$ cat src/rtl/pea_pkg.sv
package pea_pkg;

    typedef enum logic [1:0] {
        ST_IDLE  = 2'd0,
        ST_READ  = 2'd1,
        ST_WRITE = 2'd2
    } pea_state_e;

    typedef struct packed {
        logic req;
        logic we;
    } mem_ctl_t;

    function automatic mem_ctl_t ctl_of(input pea_state_e st);
        mem_ctl_t c;
        c.req = (st != ST_IDLE);
        c.we  = (st == ST_WRITE);
        return c;
    endfunction

endpackage

$ cat src/rtl/pea_addr_form.sv
module pea_addr_form #(
    parameter int W     = 12,
    parameter int OFF_W = 7
) (
    input  logic [OFF_W+1:0]   ins_low_i,
    input  logic [W-1:OFF_W]   pc_page_i,
    output logic [W-1:0]       addr_o,
    output logic               indirect_o
);
    localparam int PAGE_W = W - OFF_W;

    logic cur_page;
    assign cur_page   = ins_low_i[OFF_W];
    assign indirect_o = ins_low_i[OFF_W+1];

    always_comb begin
        if (cur_page)
            addr_o = {pc_page_i, ins_low_i[OFF_W-1:0]};
        else
            addr_o = {{PAGE_W{1'b0}}, ins_low_i[OFF_W-1:0]};
    end
endmodule

$ cat src/rtl/pea_auto_win.sv
module pea_auto_win #(
    parameter int W  = 12,
    parameter int LO = 8,
    parameter int N  = 8
) (
    input  logic [W-1:0] addr_i,
    output logic         hit_o
);
    localparam logic [W-1:0] LO_V = W'(LO);
    localparam logic [W:0]   HI_V = (W+1)'(LO + N);

    assign hit_o = (addr_i >= LO_V) && ({1'b0, addr_i} < HI_V);
endmodule

$ cat src/rtl/pea_seq.sv
module pea_seq
    import pea_pkg::*;
#(
    parameter int W = 12
) (
    input  logic         clk,
    input  logic         rst,
    input  logic         start_i,
    input  logic         indirect_i,
    input  logic [W-1:0] form_addr_i,
    input  logic         auto_hit_i,
    input  logic         mem_ready_i,
    input  logic [W-1:0] mem_rdata_i,
    output logic         mem_req_o,
    output logic         mem_we_o,
    output logic [W-1:0] mem_addr_o,
    output logic [W-1:0] mem_wdata_o,
    output logic [W-1:0] ea_o,
    output logic         done_o,
    output logic         busy_o
);
    pea_state_e   state;
    logic [W-1:0] ptr_q;
    logic [W-1:0] ea_q;
    logic         auto_q;
    logic         done_q;
    mem_ctl_t     ctl;

    always_ff @(posedge clk) begin
        if (rst) begin
            state  <= ST_IDLE;
            ptr_q  <= '0;
            ea_q   <= '0;
            auto_q <= 1'b0;
            done_q <= 1'b0;
        end else begin
            done_q <= 1'b0;
            case (state)
                ST_IDLE: begin
                    if (start_i) begin
                        if (indirect_i) begin
                            ptr_q  <= form_addr_i;
                            auto_q <= auto_hit_i;
                            state  <= ST_READ;
                        end else begin
                            ea_q   <= form_addr_i;
                            done_q <= 1'b1;
                        end
                    end
                end
                ST_READ: begin
                    if (mem_ready_i) begin
                        if (auto_q) begin
                            ea_q  <= mem_rdata_i + W'(1);
                            state <= ST_WRITE;
                        end else begin
                            ea_q   <= mem_rdata_i;
                            done_q <= 1'b1;
                            state  <= ST_IDLE;
                        end
                    end
                end
                ST_WRITE: begin
                    if (mem_ready_i) begin
                        done_q <= 1'b1;
                        state  <= ST_IDLE;
                    end
                end
                default: state <= ST_IDLE;
            endcase
        end
    end

    assign ctl         = ctl_of(state);
    assign mem_req_o   = ctl.req;
    assign mem_we_o    = ctl.we;
    assign mem_addr_o  = ptr_q;
    assign mem_wdata_o = ea_q;
    assign ea_o        = ea_q;
    assign done_o      = done_q;
    assign busy_o      = (state != ST_IDLE);
endmodule

$ cat src/rtl/paged_ea_seq.sv
module paged_ea_seq #(
    parameter int W       = 12,
    parameter int OFF_W   = 7,
    parameter int AUTO_LO = 8,
    parameter int AUTO_N  = 8
) (
    input  logic         clk,
    input  logic         rst,
    input  logic         start_i,
    input  logic [W-1:0] instr_i,
    input  logic [W-1:0] pc_i,
    output logic         mem_req_o,
    output logic         mem_we_o,
    output logic [W-1:0] mem_addr_o,
    output logic [W-1:0] mem_wdata_o,
    input  logic [W-1:0] mem_rdata_i,
    input  logic         mem_ready_i,
    output logic [W-1:0] ea_o,
    output logic         done_o,
    output logic         busy_o
);
    logic [W-1:0] form_addr;
    logic         indirect;
    logic         auto_hit;

    // Opcode and in-page PC bits do not take part in address formation.
    logic unused_bits;
    assign unused_bits = ^{instr_i[W-1:OFF_W+2], pc_i[OFF_W-1:0]};

    pea_addr_form #(.W(W), .OFF_W(OFF_W)) u_form (
        .ins_low_i  (instr_i[OFF_W+1:0]),
        .pc_page_i  (pc_i[W-1:OFF_W]),
        .addr_o     (form_addr),
        .indirect_o (indirect)
    );

    pea_auto_win #(.W(W), .LO(AUTO_LO), .N(AUTO_N)) u_win (
        .addr_i (form_addr),
        .hit_o  (auto_hit)
    );

    pea_seq #(.W(W)) u_seq (
        .clk         (clk),
        .rst         (rst),
        .start_i     (start_i),
        .indirect_i  (indirect),
        .form_addr_i (form_addr),
        .auto_hit_i  (auto_hit),
        .mem_ready_i (mem_ready_i),
        .mem_rdata_i (mem_rdata_i),
        .mem_req_o   (mem_req_o),
        .mem_we_o    (mem_we_o),
        .mem_addr_o  (mem_addr_o),
        .mem_wdata_o (mem_wdata_o),
        .ea_o        (ea_o),
        .done_o      (done_o),
        .busy_o      (busy_o)
    );
endmodule

$ cat config.mk
export PLATFORM = sky130hd
export DESIGN_NAME = paged_ea_seq
export DESIGN_NICKNAME = d
export VERILOG_FILES = /design/src/rtl/pea_pkg.sv /design/src/rtl/pea_addr_form.sv /design/src/rtl/pea_auto_win.sv /design/src/rtl/pea_seq.sv /design/src/rtl/paged_ea_seq.sv
export SDC_FILE = /design/constraint.sdc
export NUM_CORES = 1
export LEC_CHECK = 0
export BUFFER_PORTS_ARGS = -buffer_cell sky130_fd_sc_hd__buf_2
export CORE_MARGIN = 3
export CORE_UTILIZATION = 48
export DETAILED_ROUTE_END_ITERATION = 10
export HOLD_SLACK_MARGIN = 0.02
export PLACE_DENSITY_LB_ADDON = 0.12
export SLEW_MARGIN = 20
export SYNTH_ARGS = -nofsm -noshare
export SYNTH_HDL_FRONTEND = slang
export SYNTH_SLANG_ARGS = --single-unit
$ cat constraint.sdc
create_clock -name clk -period 2.4 [get_ports clk]
set_clock_uncertainty 0.05 [all_clocks]
set_input_delay 0.24 -clock clk [delete_from_list [all_inputs] [get_ports clk]]
set_output_delay 0.24 -clock clk [all_outputs]
set_load 0.1 [all_outputs]
==> flow_summary.json, run 1 <==
{
  "cp_max_fo": 8,
  "synth_top_cell_area_share": 0.369,
  "post-route-period-util": 0.731,
  "area_delta_synth_final_pct": 21.5,
  "netlist_instances": 192,
  "fin_crit_ns": 1.75,
  "drive_gt1_frac": 0.318,
  "synth-seq-cells": 28,
  "drt_iter0_drc": 69,
  "port_buffers": 69,
  "synth.avg_cell_area_sq_um": 7.91,
  "crit_arrival_ns": 1.46,
  "fillCellCount": 287,
  "layout_setup_ws_ns": 0.645,
  "h-tree-depth": 1,
  "p_comb_frac": 0.352,
  "clkTransAtPathRegs_ns": 0.15,
  "max_freq_mhz": 570,
  "die_area_sq_mm": 0.00388,
  "p_sw_frac": 0.415,
  "ctsHoldBuffers": 0,
  "p_int_w": 0.000738,
  "cpMaxStageDelayCell": "dfxtp_1",
  "ys_warn_count": 0,
  "clock_path_buffers": 2,
  "peakVddDrop_v": 0.000592,
  "io_pins": 80,
  "routabilityCongestion": 0.852,
  "cts_buffers": 3,
  "final_hold_viol_count": 0,
  "ant_nets": 0,
  "status": "completed",
  "num_rows": 19,
  "postPlaceCellArea_sq_mm": 0.00179,
  "yosysTopAreaCell": "dfxtp_1",
  "worst-setup-path-type": "flop to output pin",
  "power.sequential.fraction": 0.398,
  "core_area_sq_mm": 0.00288,
  "grt_max_degree": 32,
  "hold_ws_ns": 0.0979,
  "synthArstFlopShare": 0,
  "grt_pass1_vias": 1431,
  "p_leak_nw": 0.832,
  "tritoncts": "yes",
  "fin_area_sq_mm": 0.00185,
  "synth_common_cells": "33 x nand2_1, 28 x dfxtp_1, 23 x a21oi_1",
  "synth_most_common_cell": "nand2_1",
  "cp-end-kind": "output pin",
  "synth.net_count": 233,
  "p_per_area_mw_per_mm2": 683,
  "start_kind": "flop",
  "dp_hpwl_microns": 2920,
  "synth-edff-count": 0,
  "grt_overflow": 0,
  "grt_usage": 0.199,
  "finalSetupTns_ns": 0,
  "wl_per_cell_microns": 13.3,
  "antenna_found_initial": 0,
  "maxSlewHeadroom": 0.638,
  "tightestPinTransition_ns": 0.543,
  "crit_chain": "nor2b_1 > buf_2",
  "rsz0062_at_grt": "false",
  "synth_area_sq_mm": 0.00152,
  "vias_per_cell": 5.31,
  "netlist_top_cells_area": "dfxtp_1 37%, nand2_1 8.2%, a21oi_1 7.6%, buf_4 6.4%, nand3_1 4.0%",
  "die_h_microns": 62.3,
  "seq_area_sq_um": 561,
  "worstPathRequired_ns": 2.11,
  "cpLargestDelayFamily": "flip-flops",
  "grt_pass1_wl_microns": 6510,
  "routed_wl_microns": 3830,
  "p_switching_w": 0.000523,
  "cts_root_buf": "clkbuf_4",
  "n_antenna_cell": 0,
  "ys_types": 39,
  "max_cap_viol_count": 0,
  "synthFlopType": "dfxtp_1",
  "postLayoutCoreUtil": 0.642,
  "drtPass1Iterations": 4,
  "setup_viol": 0,
  "initial_utilization": 0.528,
  "yosysSeqAreaShare": 0.369,
  "reg2reg_slack_ns": 0.65,
  "vias": 1525,
  "drv_slew": 0,
  "p_clk_frac": 0.250,
  "die_w_microns": 62.3,
  "critical_path_buf_inv_count": 1,
  "cts_resized": 0,
  "numClockSinks": 28,
  "post_cts_buffers": 0,
  "clock_latency_ns": 0.34,
  "slowest_delay_ns": 0.47,
  "drc": 0,
  "hold_class": "primary input to flop",
  "multi_input_area_sq_um": 812,
  "nets": 287,
  "pre_cts_ws_ns": 0.710
}
## cell type report
cell class	count	area share
Clock buffer	3	0.0122
Clock inverter	1	0.0163
Inverter	2	0.00407
Multi-Input combinational cell	140	0.440
Sequential cell	28	0.304
Tap cell	42	0.0285
Timing Repair Buffer	71	0.195
## worst min-delay path, stage by stage
cell     delay, ns
buf_2         0.10
nand2_1       0.05
a21oi_1       0.06
## state kept, by name (all words and copies together) (netlist names)
signal,flops
u_seq.auto_q,1
u_seq.done_o,1
u_seq.ea_o,12
u_seq.mem_addr_o,12
u_seq.state,2
## per-stage QoR
stage	std cells	total power (W)
2_1_floorplan	192	0.000887
3_3_place_gp	283	0.000953
3_5_place_dp	283	0.000955
4_1_cts	287	0.00127
5_1_grt	287	0.00131
6_report	287	0.00126
## routing by layer
metal / wire [microns] / GRT usage / up-vias
li1: - / - / 784
met1: 1790 / 0.259 / 692
met2: 1750 / 0.341 / 47
met3: 275 / 0.0505 / 2
met4: 13 / 0.0275 / 0
met5: 0 / 0 / -
## cell families after synthesis
logic type	share of synthesized area
fa+ha+maj	0.00824
simple gates	0.275
compound gates	0.178
buf+inv	0.0964
mux	0.0330
flops	0.369
xor+xnor	0.0404
## power by group through the flow
| stage | clock (W) | sequential (W) | combinational [W] |
|---|---|---|---|
| floorplan | 0 | 0.000670 | 0.000216 |
| global placement | 0 | 0.000512 | 0.000442 |
| detailed placement | 0 | 0.000513 | 0.000443 |
| CTS | 0.000320 | 0.000503 | 0.000444 |
| global route | 0.000338 | 0.000507 | 0.000465 |
| finish | 0.000315 | 0.000502 | 0.000444 |
## cell usage in the layout (no fill, tap or decap), drive strengths merged, types with 2 or more instances in the layout
cell,netlist,final
nand3,12,12
nand4,4,4
nand2,34,34
clkbuf,7,3
o211ai,3,3
mux2i,5,5
a221oi,2,2
a21oi,23,23
nor2,9,9
buf,15,71
a31oi,3,3
and3,6,6
nor3b,2,2
inv,2,2
or3,3,3
a211o,3,3
dfxtp,28,28
nand2b,2,2
nor2b,2,2
or4,3,3
o21ai,4,4
xor2,6,6
## worst paths after layout
check / startpoint / depth (start not counted) / end
worst max-delay path: u_seq.state[1]$_SDFFE_PP0P_ / 2 / mem_we_o
worst min-delay path: instr_i[1] / 3 / u_seq.mem_addr_o[1]$_SDFFE_PP0P_
worst min register to register: u_seq.mem_addr_o[4]$_SDFFE_PP0P_ / 2 / u_seq.mem_addr_o[4]$_SDFFE_PP0P_
worst max register to register: u_seq.state[0]$_SDFFE_PP0P_ / 4 / u_seq.ea_o[5]$_SDFFE_PP0P_
Note: power is estimated with default switching activity, not from simulation.
==> run 2, diff against run 1 <==
--- a/config.mk
+++ b/config.mk
@@ -7,7 +7,7 @@
 export LEC_CHECK = 0
 export BUFFER_PORTS_ARGS = -buffer_cell sky130_fd_sc_hd__buf_2
 export CORE_MARGIN = 3
-export CORE_UTILIZATION = 48
+export CORE_UTILIZATION = 45
 export DETAILED_ROUTE_END_ITERATION = 10
 export HOLD_SLACK_MARGIN = 0.02
 export PLACE_DENSITY_LB_ADDON = 0.12
==> constraint.sdc (replaced) <==
create_clock -name clk -period 1.7 [get_ports clk]
set_clock_uncertainty 0.05 [all_clocks]
set_input_delay 0.17 -clock clk [delete_from_list [all_inputs] [get_ports clk]]
set_output_delay 0.17 -clock clk [all_outputs]
set_load 0.1 [all_outputs]
==> run 2 against run 1 <==
Register-to-register slack lost 0.56 ns. Hold slack got worse by 0.064 ns. Critical path depth up 3. Routed wire length rose by 4.2%. Total power increased by 44%. First-iteration DRC count increased by 22%. Non-clock buffer count up 12. Final cell count increased by 4.9%. Sequential cell count is the same. Design area rose by 7.9%. Sequential share of layout area down 2.1 points. Via count up 2.4%. Largest cell class unchanged.
==> flow_summary.json, run 2 (synthesized netlist as in run 1, its figures left out) <==
{
  "ant_nets": 0,
  "drt_iter0_drc": 84,
  "grt_pass1_wl_microns": 6670,
  "grt_overflow": 0,
  "setup_viol": 0,
  "num_rows": 20,
  "grt_pass1_vias": 1463,
  "drtPass1Iterations": 4,
  "post-route-period-util": 0.972,
  "p_per_area_mw_per_mm2": 912,
  "final_hold_viol_count": 0,
  "postPlaceCellArea_sq_mm": 0.00191,
  "h-tree-depth": 1,
  "clock_latency_ns": 0.34,
  "tritoncts": "yes",
  "n_antenna_cell": 0,
  "routabilityCongestion": 0.883,
  "post_cts_buffers": 0,
  "final_cell_mix": "66 x buf_2, 33 x nand2_1, 26 x dfxtp_1",
  "antenna_found_initial": 0,
  "max_cap_viol_count": 0,
  "grt_max_degree": 31,
  "fin_area_sq_mm": 0.00199,
  "area_delta_synth_final_pct": 31.1,
  "vias_per_cell": 5.19,
  "drive_gt1_frac": 0.362,
  "dp_hpwl_microns": 3010,
  "worst-setup-path-type": "flop to output pin",
  "initial_utilization": 0.486,
  "p_leak_nw": 0.890,
  "maxSlewHeadroom": 0.675,
  "clkTransAtPathRegs_ns": 0.17,
  "die_w_microns": 64.1,
  "peakVddDrop_v": 0.000564,
  "numClockSinks": 28,
  "wl_per_cell_microns": 13.3,
  "cp_max_fo": 6,
  "max_freq_mhz": 605,
  "p_total_w": 0.00182,
  "hp-start": "instr_i[5]",
  "drc": 0,
  "die_area_sq_mm": 0.00411,
  "io_pins": 80,
  "status": "completed",
  "reg2reg_from": "u_seq.state[0]$_SDFFE_PP0P_",
  "clock_path_buffers": 2,
  "routed_wl_microns": 3990,
  "reg2reg_to": "u_seq.ea_o[11]$_SDFFE_PP0P_",
  "vias": 1562,
  "tightestPinTransition_ns": 0.491,
  "cts_buffers": 3,
  "cp-end-kind": "output pin",
  "nets": 299,
  "die_h_microns": 64.1,
  "whs_path_depth": 3,
  "grt_usage": 0.200,
  "cts_root_buf": "clkbuf_4",
  "core_area_sq_mm": 0.00313,
  "crit_arrival_ns": 1.43,
  "reg2reg_depth": 4,
  "final_common_cell": "buf_2",
  "reg2reg_slack_ns": 0.09,
  "start_kind": "flop",
  "hold_class": "primary input to flop",
  "min_to": "u_seq.mem_addr_o[5]$_SDFFE_PP0P_",
  "worstPathRequired_ns": 1.48,
  "drv_slew": 0,
  "fin_crit_ns": 1.65,
  "port_buffers": 69
}
==> run 2: cell types whose count changed in the layout (fill, tap and decap cells not counted), sizes merged <==
cell / previous run / this run
clkinvlp: 0 / 1
dlygate4sd3: 0 / 2
inv: 2 / 1
buf: 71 / 81
==> run 2: per-layer routing <==
metal,vias up,GRT usage,wire length (microns),share of wire
met4,0,0.0317,19,0.0048
li1,803,-,-,-
met2,55,0.334,1910,0.48
met3,2,0.0457,263,0.066
met1,702,0.266,1800,0.45
met5,-,0,0,0
==> run 2: worst max-delay path by stage <==
stage | startpoint | endpoint | cells after the start
3_5_place_dp | u_seq.state[1]$_SDFFE_PP0P_ | u_seq.ea_o[6]$_SDFFE_PP0P_ | 4
6_report | u_seq.state[0]$_SDFFE_PP0P_ | mem_req_o | 5
4_1_cts | u_seq.state[1]$_SDFFE_PP0P_ | mem_req_o | 5
2_1_floorplan | u_seq.state[1]$_SDFFE_PP0P_ | u_seq.state[1]$_SDFFE_PP0P_ | 3
5_1_grt | u_seq.state[0]$_SDFFE_PP0P_ | busy_o | 5
3_3_place_gp | u_seq.state[1]$_SDFFE_PP0P_ | u_seq.ea_o[6]$_SDFFE_PP0P_ | 4
==> run 2: cell type report <==
cell class | instances | area (sq um)
clock buffer | 3 | 22.5
multi-input combinational | 140 | 822
sequential | 28 | 563
clock inverter | 1 | 30.0
inverter | 2 | 11.3
fill | 287 | 1140
timing repair buffer | 83 | 488
tap | 44 | 55.1
==> run 2: critical path: stages, from the launching register on <==
cell and delay [ns]:
dfxtp_2 0.36, buf_4 0.15, nor2_2 0.14, buf_4 0.14, clkinvlp_4 0.11, buf_12 0.18
==> run 2: what timing repair did <==
item	in CTS	in global routing
hold endpoints to repair	2	0
resized for setup	1	4
setup endpoints to repair	1	5
hold buffers	2	0
==> run 2: power by group <==
group	internal [W]	leakage (nW)	switching, W	total [W]
registers	0.000689	0.229	0.0000186	0.000708
clock network	0.000238	0.0279	0.000212	0.000450
logic	0.000138	0.632	0.000521	0.000659
total	0.00107	0.890	0.000751	0.00182
==> run 2: metrics by stage <==
step | setup WS, ns | utilization | hold slack [ns] | std cells | TNS [ns]
final | 0.0481 | 0.637 | 0.0343 | 301 | 0
after CTS | 0.0243 | 0.634 | 0.0263 | 301 | 0
after floorplan | 0.00395 | - | 0.256 | 192 | 0
after global placement | 0.0813 | 0.610 | 0.388 | 295 | 0
after detailed placement | 0.0679 | 0.610 | 0.384 | 295 | 0
after global routing | -0.00424 | 0.637 | 0.0289 | 301 | -0.00838
==> run 3, diff against run 2 <==
--- a/config.mk
+++ b/config.mk
@@ -7,11 +7,12 @@
 export LEC_CHECK = 0
 export BUFFER_PORTS_ARGS = -buffer_cell sky130_fd_sc_hd__buf_2
 export CORE_MARGIN = 3
-export CORE_UTILIZATION = 45
+export CORE_UTILIZATION = 46
 export DETAILED_ROUTE_END_ITERATION = 10
 export HOLD_SLACK_MARGIN = 0.02
 export PLACE_DENSITY_LB_ADDON = 0.12
 export SLEW_MARGIN = 20
 export SYNTH_ARGS = -nofsm -noshare
 export SYNTH_HDL_FRONTEND = slang
+export SYNTH_HIERARCHICAL = 1
 export SYNTH_SLANG_ARGS = --single-unit
==> run 3 against run 2 <==
Combinational power shrank 3%. Largest cell class unchanged. Synthesized cell count grew 6.3%. Synthesized area grew 6.9%. Largest power group unchanged. First-iteration DRC count grew 24%. Core utilization shrank 2.0 points.
==> flow_summary.json, run 3 <==
{
  "peakVddDrop_v": 0.000397,
  "p_sw_frac": 0.407,
  "cts_root_buf": "clkbuf_4",
  "yosysTopAreaCell": "dfxtp_1",
  "vias": 1560,
  "fin_crit_ns": 1.62,
  "ant_nets": 0,
  "yosysSeqAreaShare": 0.345,
  "hp-start": "instr_i[2]",
  "max_freq_mhz": 619,
  "start_kind": "flop",
  "p_leak_nw": 0.890,
  "die_w_microns": 65.4,
  "layout_setup_ws_ns": 0.0832,
  "tritoncts": "yes",
  "setup_viol": 0,
  "crit_arrival_ns": 1.40,
  "synthArstFlopShare": 0,
  "hold_ws_ns": 0.0282,
  "worstPathRequired_ns": 1.48,
  "power.sequential.fraction": 0.395,
  "postLayoutCoreUtil": 0.616,
  "final_common_cell": "buf_2",
  "ys_types": 44,
  "port_buffers": 69,
  "cp-end-kind": "output pin",
  "vias_per_cell": 5.20,
  "clkTransAtPathRegs_ns": 0.15,
  "synth_area_sq_mm": 0.00162,
  "die_h_microns": 65.4,
  "antenna_found_initial": 0,
  "p_switching_w": 0.000726,
  "drc": 0,
  "synth.net_count": 245,
  "min_to": "u_seq/mem_addr_o[2]$_SDFFE_PP0P_",
  "routed_wl_microns": 3800,
  "dp_hpwl_microns": 2880,
  "die_area_sq_mm": 0.00428,
  "area_delta_synth_final_pct": 21.6,
  "p_int_w": 0.00106,
  "p_clk_frac": 0.247,
  "fillCellCount": 335,
  "synth_common_cells": "38 x nand2_1, 28 x dfxtp_1, 22 x a21oi_1",
  "synth-edff-count": 0,
  "ys_warn_count": 6,
  "grt_max_degree": 35,
  "pre_cts_ws_ns": 0.0315,
  "initial_utilization": 0.507,
  "grt_overflow": 0,
  "maxSlewHeadroom": 0.604,
  "numClockSinks": 28,
  "drt_iter0_drc": 104,
  "synthFlopType": "dfxtp_1",
  "grt_usage": 0.173,
  "reg2reg_depth": 4,
  "grt_pass1_wl_microns": 5940,
  "synth.avg_cell_area_sq_um": 7.96,
  "h-tree-depth": 1,
  "critPathLaunch": "u_seq/state[0]$_SDFFE_PP0P_",
  "netlist_instances": 204,
  "post-route-period-util": 0.951,
  "rsz0062_at_grt": "false",
  "p_per_area_mw_per_mm2": 904,
  "final_hold_viol_count": 0,
  "synth_most_common_cell": "nand2_1",
  "cts_buffers": 3,
  "tightestPinTransition_ns": 0.594,
  "max_cap_viol_count": 0,
  "drv_slew": 0,
  "final_cell_mix": "68 x buf_2, 38 x nand2_1, 27 x dfxtp_1",
  "nets": 298,
  "synth_top_cell_area_share": 0.345,
  "whs_path_depth": 3,
  "cp_max_fo": 9,
  "core_area_sq_mm": 0.00320,
  "seq_area_sq_um": 562,
  "io_pins": 80,
  "status": "completed",
  "worst-setup-path-type": "flop to output pin",
  "drive_gt1_frac": 0.363,
  "p_comb_frac": 0.358,
  "multi_input_area_sq_um": 838,
  "synth-seq-cells": 28,
  "n_antenna_cell": 0,
  "clock_latency_ns": 0.33,
  "clock_path_buffers": 2,
  "reg2reg_slack_ns": 0.09,
  "routabilityCongestion": 0.786,
  "grt_pass1_vias": 1371,
  "num_rows": 20,
  "hold_class": "primary input to flop",
  "reg2reg_from": "u_seq/state[0]$_SDFFE_PP0P_",
  "wl_per_cell_microns": 12.7,
  "drtPass1Iterations": 4,
  "netlist_top_cells_area": "dfxtp_1 35%, buf_4 9.7%, nand2_1 8.8%, a21oi_1 6.8%, nand3b_1 2.8%",
  "reg2reg_to": "u_seq/ea_o[4]$_SDFFE_PP0P_"
}
-- run 3: cell count changes in the layout (fill, tap and decap cells not counted), sizes merged, moves of 4 or more --
| cell | previous run | this run |
|---|---|---|
| nand3b | 1 | 6 |
| mux2i | 5 | 1 |
| nand2 | 34 | 38 |
| and2 | 1 | 5 |
| nand3 | 12 | 3 |
| and3 | 6 | 1 |
| xor2 | 6 | 2 |
-- run 3: final cells by class --
type                            count  area share
Clock buffer                        3      0.0114
Clock inverter                      1      0.0152
Inverter                            4     0.00951
Multi-Input combinational cell    140       0.425
Sequential cell                    28       0.285
Tap cell                           44      0.0279
Timing Repair Buffer               80       0.227
-- run 3: power by group through the flow --
stage          clock (W)  sequential (W)  combinational (W)
6_report        0.000441        0.000705           0.000639
5_1_grt         0.000474        0.000710           0.000669
4_1_cts         0.000456        0.000705           0.000640
3_5_place_dp           0        0.000719           0.000636
3_3_place_gp           0        0.000718           0.000636
2_1_floorplan          0        0.000936           0.000326
-- run 3: cell families (layout without fill, tap and decap cells) --
kind of cell | Yosys count | count (layout) | synth area share
AOI/OAI and AO/OA | 45 | 45 | 0.192
xor gates and xnor gates | 6 | 6 | 0.0324
adders and majority gates | 1 | 1 | 0.00770
buffers and inverters | 36 | 88 | 0.143
DFF | 28 | 28 | 0.345
muxes | 1 | 1 | 0.00616
and+or+nand+nor | 87 | 87 | 0.274
-- run 3: through the flow --
stage | power, W | TNS (ns) | area, sq um | instances
2_1_floorplan | 0.00126 | -0.0344 | 1630 | 204
3_3_place_gp | 0.00135 | 0 | 1890 | 294
3_5_place_dp | 0.00135 | 0 | 1890 | 294
4_1_cts | 0.00180 | -0.0506 | 1970 | 300
5_1_grt | 0.00185 | 0 | 1970 | 300
6_report | 0.00178 | 0 | 1970 | 300
-- run 3: timing repair --
action	in CTS	in global routing
endpoints found under the setup margin	3	11
resized for setup	1	3
pin swaps	0	0
setup buffers	0	0
hold buffers	2	0
hold endpoints to repair	2	0
-- run 3: worst max-delay path by stage --
stage,to,slack [ns],depth (start not counted)
after global placement,u_seq/ea_o[4]$_SDFFE_PP0P_,0.05,4
after global routing,busy_o,0.01,4
after floorplan,u_seq/done_o$_SDFF_PP0_,-0.03,4
after CTS,mem_req_o,-0.03,4
final,mem_req_o,0.08,4
after detailed placement,u_seq/ea_o[3]$_SDFFE_PP0P_,0.03,4
-- run 3: critical path: stages, from the launching register on --
cell,delay (ns)
dfxtp_1,0.36
buf_4,0.16
nor2_2,0.06
clkinvlp_4,0.07
buf_2,0.41
-- run 3: routing by layer --
metal / vias up / wire length, microns / track usage
met5: - / 0 / 0
met4: 0 / 33 / 0.0466
met3: 4 / 249 / 0.0239
met2: 48 / 1800 / 0.293
met1: 704 / 1710 / 0.228
li1: 804 / - / -
